**config.mk**
```make
export PLATFORM = sky130hd
export DESIGN_NAME = xio_regbank
export DESIGN_NICKNAME = d
export VERILOG_FILES = /design/src/rtl/xio_pkg.sv /design/src/rtl/xio_decode.sv /design/src/rtl/xio_regs.sv /design/src/rtl/xio_readmux.sv /design/src/rtl/xio_regbank.sv
export SDC_FILE = /design/constraint.sdc
export NUM_CORES = 1
export LEC_CHECK = 0
export CORE_ASPECT_RATIO = 0.5
export CORE_MARGIN = 2
export CORE_UTILIZATION = 53
export CTS_CLUSTER_DIAMETER = 80
export DETAILED_ROUTE_END_ITERATION = 8
export GPL_ROUTABILITY_DRIVEN = 0
export GPL_TIMING_DRIVEN = 0
export PLACE_DENSITY = 0.86
export SYNTH_ARGS = -nofsm -noshare
export SYNTH_HDL_FRONTEND = slang
export SYNTH_HIERARCHICAL = 1
export SYNTH_SLANG_ARGS = --single-unit
```
**constraint.sdc**
```tcl
create_clock -name clk -period 6.22 [get_ports clk]
set_clock_uncertainty 0.2 [all_clocks]
set_input_delay 1.555 -clock clk [delete_from_list [all_inputs] [get_ports clk]]
set_output_delay 1.555 -clock clk [all_outputs]
set_load 0.01 [all_outputs]
```
**src/rtl/xio_pkg.sv**
```systemverilog
// Package: shared slot numbering and reset values for the extended I/O
// register bank. Assumes a 4-bit slot selector taken from the top nibble.
package xio_pkg;

    typedef enum logic [1:0] {
        K_NONE    = 2'd0,
        K_REG     = 2'd1,
        K_PAL_IDX = 2'd2,
        K_PAL_RGB = 2'd3
    } slot_kind_t;

    localparam int unsigned SLOT_HW     = 0;
    localparam int unsigned SLOT_SCR    = 1;
    localparam int unsigned SLOT_BORDER = 4;
    localparam int unsigned SLOT_PG8    = 6;
    localparam int unsigned SLOT_PGC    = 7;
    localparam int unsigned SLOT_PIDX   = 11;
    localparam int unsigned SLOT_PRGB   = 15;

    localparam logic [7:0] BORDER_RST = 8'h07;

    // Classify a slot number into its access kind.
    function automatic slot_kind_t slot_kind(input int unsigned s);
        case (s)
            SLOT_HW, SLOT_SCR, SLOT_BORDER, SLOT_PG8, SLOT_PGC: return K_REG;
            SLOT_PIDX: return K_PAL_IDX;
            SLOT_PRGB: return K_PAL_RGB;
            default:   return K_NONE;
        endcase
    endfunction

endpackage

```
**src/rtl/xio_decode.sv**
```systemverilog
// Module: address match and write-start detection.
// Assumes the CPU strobes are already synchronous to clk.
module xio_decode #(
    parameter int unsigned ADDR_W  = 16,
    parameter int unsigned MATCH_W = 12,
    parameter logic [MATCH_W-1:0] MATCH_VAL = 12'hE3B,
    localparam int unsigned SEL_W  = ADDR_W - MATCH_W,
    localparam int unsigned NSLOT  = 1 << SEL_W
) (
    input  logic              clk,
    input  logic              rst_n,
    input  logic [ADDR_W-1:0] io_addr,
    input  logic              iorq_n,
    input  logic              rd_n,
    input  logic              wr_n,
    output logic [NSLOT-1:0]  wr_sel,
    output logic [NSLOT-1:0]  rd_sel
);
    logic             hit;
    logic             wr_act;
    logic             wr_prev;
    logic [SEL_W-1:0] slot;

    // Purpose: form the match and the slot number.
    always_comb begin
        hit  = (io_addr[MATCH_W-1:0] == MATCH_VAL);
        slot = io_addr[ADDR_W-1:MATCH_W];
    end

    // Purpose: remember whether a write cycle was active last clock.
    always_ff @(posedge clk) begin
        if (!rst_n) wr_prev <= 1'b0;
        else        wr_prev <= wr_act;
    end

    // Purpose: one-hot write and read selects, write only on its first clock.
    always_comb begin
        wr_act = !iorq_n && !wr_n;
        wr_sel = '0;
        rd_sel = '0;
        if (hit && wr_act && !wr_prev) wr_sel[slot] = 1'b1;
        if (hit && !iorq_n && !rd_n)   rd_sel[slot] = 1'b1;
    end
endmodule

```
**src/rtl/xio_regs.sv**
```systemverilog
// Module: register storage and palette strobe generation for all slots.
// Assumes wr_sel is one-hot or zero and lasts one clock per CPU write.
module xio_regs
    import xio_pkg::*;
#(
    parameter int unsigned DATA_W = 8,
    parameter int unsigned NSLOT  = 16
) (
    input  logic              clk,
    input  logic              rst_n,
    input  logic [NSLOT-1:0]  wr_sel,
    input  logic [DATA_W-1:0] wdata,
    output logic [DATA_W-1:0] regq [NSLOT],
    output logic              idx_stb,
    output logic              rgb_stb,
    output logic [DATA_W-1:0] stb_data
);
    genvar s;
    generate
        for (s = 0; s < NSLOT; s++) begin : g_slot
            if (slot_kind(s) == K_REG) begin : g_reg
                localparam logic [DATA_W-1:0] RST =
                    (s == SLOT_BORDER) ? DATA_W'(BORDER_RST) : '0;
                // Purpose: hold one control register.
                always_ff @(posedge clk) begin
                    if (!rst_n)         regq[s] <= RST;
                    else if (wr_sel[s]) regq[s] <= wdata;
                end
            end else begin : g_none
                assign regq[s] = '1;
            end
        end
    endgenerate

    // Purpose: register the one-clock palette strobes and their byte.
    always_ff @(posedge clk) begin
        if (!rst_n) begin
            idx_stb  <= 1'b0;
            rgb_stb  <= 1'b0;
            stb_data <= '0;
        end else begin
            idx_stb <= wr_sel[SLOT_PIDX];
            rgb_stb <= wr_sel[SLOT_PRGB];
            if (wr_sel[SLOT_PIDX] || wr_sel[SLOT_PRGB]) stb_data <= wdata;
        end
    end
endmodule

```
**src/rtl/xio_readmux.sv**
```systemverilog
// Module: read data selection. Only register slots drive; all else reads FF.
// Assumes rd_sel is one-hot or zero.
module xio_readmux
    import xio_pkg::*;
#(
    parameter int unsigned DATA_W = 8,
    parameter int unsigned NSLOT  = 16
) (
    input  logic [NSLOT-1:0]  rd_sel,
    input  logic [DATA_W-1:0] regq [NSLOT],
    output logic [DATA_W-1:0] rdata,
    output logic              rdata_oe
);
    // Purpose: pick the addressed readable register or the idle value.
    always_comb begin
        rdata    = '1;
        rdata_oe = 1'b0;
        for (int i = 0; i < NSLOT; i++) begin
            if (rd_sel[i] && slot_kind(i) == K_REG) begin
                rdata    = regq[i];
                rdata_oe = 1'b1;
            end
        end
    end
endmodule

```
**src/rtl/xio_regbank.sv**
```systemverilog
// Module: top of the extended I/O machine-control register bank.
// Assumes synchronous CPU strobes; reset is synchronous active-low.
module xio_regbank
    import xio_pkg::*;
#(
    parameter int unsigned ADDR_W  = 16,
    parameter int unsigned DATA_W  = 8,
    parameter int unsigned MATCH_W = 12,
    parameter logic [MATCH_W-1:0] MATCH_VAL = 12'hE3B,
    localparam int unsigned NSLOT  = 1 << (ADDR_W - MATCH_W)
) (
    input  logic              clk,
    input  logic              rst_n,
    input  logic [ADDR_W-1:0] io_addr,
    input  logic [DATA_W-1:0] io_wdata,
    input  logic              iorq_n,
    input  logic              rd_n,
    input  logic              wr_n,
    output logic [DATA_W-1:0] io_rdata,
    output logic              io_rdata_oe,
    output logic [DATA_W-1:0] hw_ctrl,
    output logic [DATA_W-1:0] scr_mode,
    output logic [DATA_W-1:0] border_col,
    output logic [DATA_W-1:0] page_8000,
    output logic [DATA_W-1:0] page_c000,
    output logic              pal_idx_stb,
    output logic              pal_rgb_stb,
    output logic [DATA_W-1:0] pal_data
);
    logic [NSLOT-1:0]  wr_sel;
    logic [NSLOT-1:0]  rd_sel;
    logic [DATA_W-1:0] regq [NSLOT];

    xio_decode #(.ADDR_W(ADDR_W), .MATCH_W(MATCH_W), .MATCH_VAL(MATCH_VAL)) u_dec (
        .clk(clk), .rst_n(rst_n), .io_addr(io_addr),
        .iorq_n(iorq_n), .rd_n(rd_n), .wr_n(wr_n),
        .wr_sel(wr_sel), .rd_sel(rd_sel)
    );

    xio_regs #(.DATA_W(DATA_W), .NSLOT(NSLOT)) u_regs (
        .clk(clk), .rst_n(rst_n), .wr_sel(wr_sel), .wdata(io_wdata),
        .regq(regq), .idx_stb(pal_idx_stb), .rgb_stb(pal_rgb_stb),
        .stb_data(pal_data)
    );

    xio_readmux #(.DATA_W(DATA_W), .NSLOT(NSLOT)) u_rmux (
        .rd_sel(rd_sel), .regq(regq), .rdata(io_rdata), .rdata_oe(io_rdata_oe)
    );

    // Purpose: expose the named registers to the machine.
    always_comb begin
        hw_ctrl    = regq[SLOT_HW];
        scr_mode   = regq[SLOT_SCR];
        border_col = regq[SLOT_BORDER];
        page_8000  = regq[SLOT_PG8];
        page_c000  = regq[SLOT_PGC];
    end
endmodule

```
==> flow_metrics.env <==
export IMPL_final_setup_viol_count=0
export IMPL_core_area_mm2=0.00451
export IMPL_grt_pass1_wl_um=11700
export IMPL_first_pass_iters=5
export IMPL_grt_pass1_vias=2326
export IMPL_max_slew_margin_pct=67.6
export IMPL_critPathRequiredTime_ns=4.47
export IMPL_die_width_um=102
export IMPL_post_cts_setup_buffer_count=0
export IMPL_maxSlewViolCount=0
export IMPL_syn_nets=298
export IMPL_worstSetupEndpointType="output port"
export IMPL_post_synth_inst_count=269
export IMPL_cp_num_cells=9
export IMPL_cts_buffer_depth=2
export IMPL_path_clk_slew_ns=0.09
export IMPL_cts_tree="built"
export IMPL_antenna_found_initial=0
export IMPL_worst_pin_slew_ns=0.483
export IMPL_initial_utilization_pct=56.5
export IMPL_hold_depth=2
export IMPL_hp_class="register to register"
export IMPL_path_cells="clkdlybuf4s50_1 > nor4bb_1 > nand4_1 > nor2_1 > nand2b_1 > clkbuf_1 > o22ai_1 > a31oi_1 > clkdlybuf4s50_1"
export IMPL_power_leakage_nw=1.17
export IMPL_cpMostUsedCell="clkdlybuf4s50_1"
export IMPL_finalSetupTns_ns=0
export IMPL_path_buf_inv=3
export IMPL_worstPathMaxFanout=7
export IMPL_p_per_area_mw_per_mm2=155
export IMPL_port_buffers=87
export IMPL_vias_per_cell=5.61
export IMPL_cp_slowest_stage_delay_ns=0.59
export IMPL_whs_ns=0.267
export IMPL_finalNetCount=392
export IMPL_clk_latency_ns=0.30
export IMPL_cts_repair_resized=0
export IMPL_placementRows=17
export IMPL_routed_wl_um=7510
export IMPL_final_area_mm2=0.00358
export IMPL_vias=2408
export IMPL_yosys_warnings=6
export IMPL_cp_top_family="buffers and inverters"
export IMPL_grt_max_degree=16
export IMPL_overflow=0
export IMPL_status="completed"
export IMPL_max_cap_violations=0
export IMPL_finalCritPeriodShare_pct=97.4
export IMPL_remaining_drc_errors=0
export IMPL_post_route_min_period_ns=6.06
export IMPL_postRouteAntennaNets=0
export IMPL_finalHoldViolations=0
export IMPL_io_pin_count=88
export IMPL_dpl_cell_area_mm2=0.00350
export IMPL_drive_above_1_share_pct=11.6
export IMPL_critPathKind="primary input to output port"
export IMPL_area_growth_pct=40.6
export IMPL_dieArea_mm2=0.00541
export IMPL_p_total_uw=554
export IMPL_cts_sinks=51
export IMPL_cts_inserted_buffers=5
export IMPL_syn_area_mm2=0.00255
export IMPL_slowest_stage="clkdlybuf4s50_1"
export IMPL_cp_start_kind="primary input"
export IMPL_timing_fmax_ghz=0.165
export IMPL_groute_usage_overall_pct=29.1
export IMPL_initialDrtViolationCount=278
export IMPL_postCtsHoldBufs=0
export IMPL_avgSynthCellArea_um2=9.47
export IMPL_rsz0062_at_grt="no"
export IMPL_cp_data_arrival_time_ns=4.30
export IMPL_n_antenna_cell=0
export IMPL_ff2ff_path_depth=7
export IMPL_h_tree_depth=2
export IMPL_wl_per_cell_um=17.5
export IMPL_die_h_um=53.0
export IMPL_hpwl_um=5680
export IMPL_ir_worst_vdd_uv=114
export IMPL_cts_root_buf="clkbuf_8"
[per-stage QoR]
stage	setup slack, ns	utilization (%)	cells
after CTS	0.230	79.5	429
after global placement	0.326	77.7	422
after floorplan	1.49	-	269
after global routing	0.0168	79.5	429
after detailed placement	0.231	77.7	422
final	0.164	79.5	429
[placed cells by master, fill, tap and decap left out, types with 5 or more instances in the layout]
| master | count |
|---|---|
| a221o_1 | 7 |
| clkbuf_8 | 5 |
| o22ai_1 | 7 |
| inv_1 | 9 |
| nand2_1 | 20 |
| o21ai_2 | 8 |
| nor2b_1 | 38 |
| a31oi_1 | 7 |
| clkdlybuf4s50_1 | 87 |
| mux2i_1 | 40 |
| o211ai_1 | 8 |
| clkbuf_1 | 6 |
| nand2b_1 | 5 |
| buf_2 | 11 |
| nor2_1 | 12 |
| dfxtp_1 | 51 |
[registers in the layout (all words and copies together), names as in the netlist]
name / cells
u_regs/rgb_stb: 1
u_regs/regq: 40
u_regs/idx_stb: 1
u_regs/stb_data: 8
u_dec/wr_prev: 1
[final timing paths]
path,start,to,slack [ns]
setup / recovery,io_addr[12],io_rdata[4],0.16
hold / removal,u_regs/stb_data[3],u_regs/stb_data[3],0.27
setup reg to reg,u_dec/wr_prev,u_regs/stb_data[1],4.32
hold reg to reg,u_regs/stb_data[3],u_regs/stb_data[3],0.27
[worst register-to-register path, cell delays in order (launching register included)]
cell     delay (ns)
dfxtp_1        0.31
nor3_2         0.17
nand4_4        0.16
nor3_1         0.41
buf_6          0.21
or2_1          0.12
buf_6          0.15
o21ai_2        0.07
[layout make-up]
cell class / count / area (um^2)
multi-input cells: 184 / 1330
flip-flops and latches: 51 / 1020
fillers: 321 / 925
repair buffers: 87 / 871
plain buffers: 25 / 160
well taps: 66 / 82.6
clock buffers: 5 / 68.8
inverters: 9 / 33.8
clock inverters: 2 / 13.8
[per-layer routing]
metal	GRT usage, %	wire length (um)	share of wire, %
met1	37.1	3250	43
met2	51.6	3590	48
met3	5.02	528	7.0
met4	7.33	133	1.8
met5	0	0	0
[power by group]
group / total, mW / switching [mW] / internal (mW)
Clock: 0.184 / 0.107 / 0.0771
Combinational: 0.0441 / 0.0205 / 0.0236
Sequential: 0.327 / 0.000104 / 0.326
Note: power is estimated with default switching activity, not from simulation.
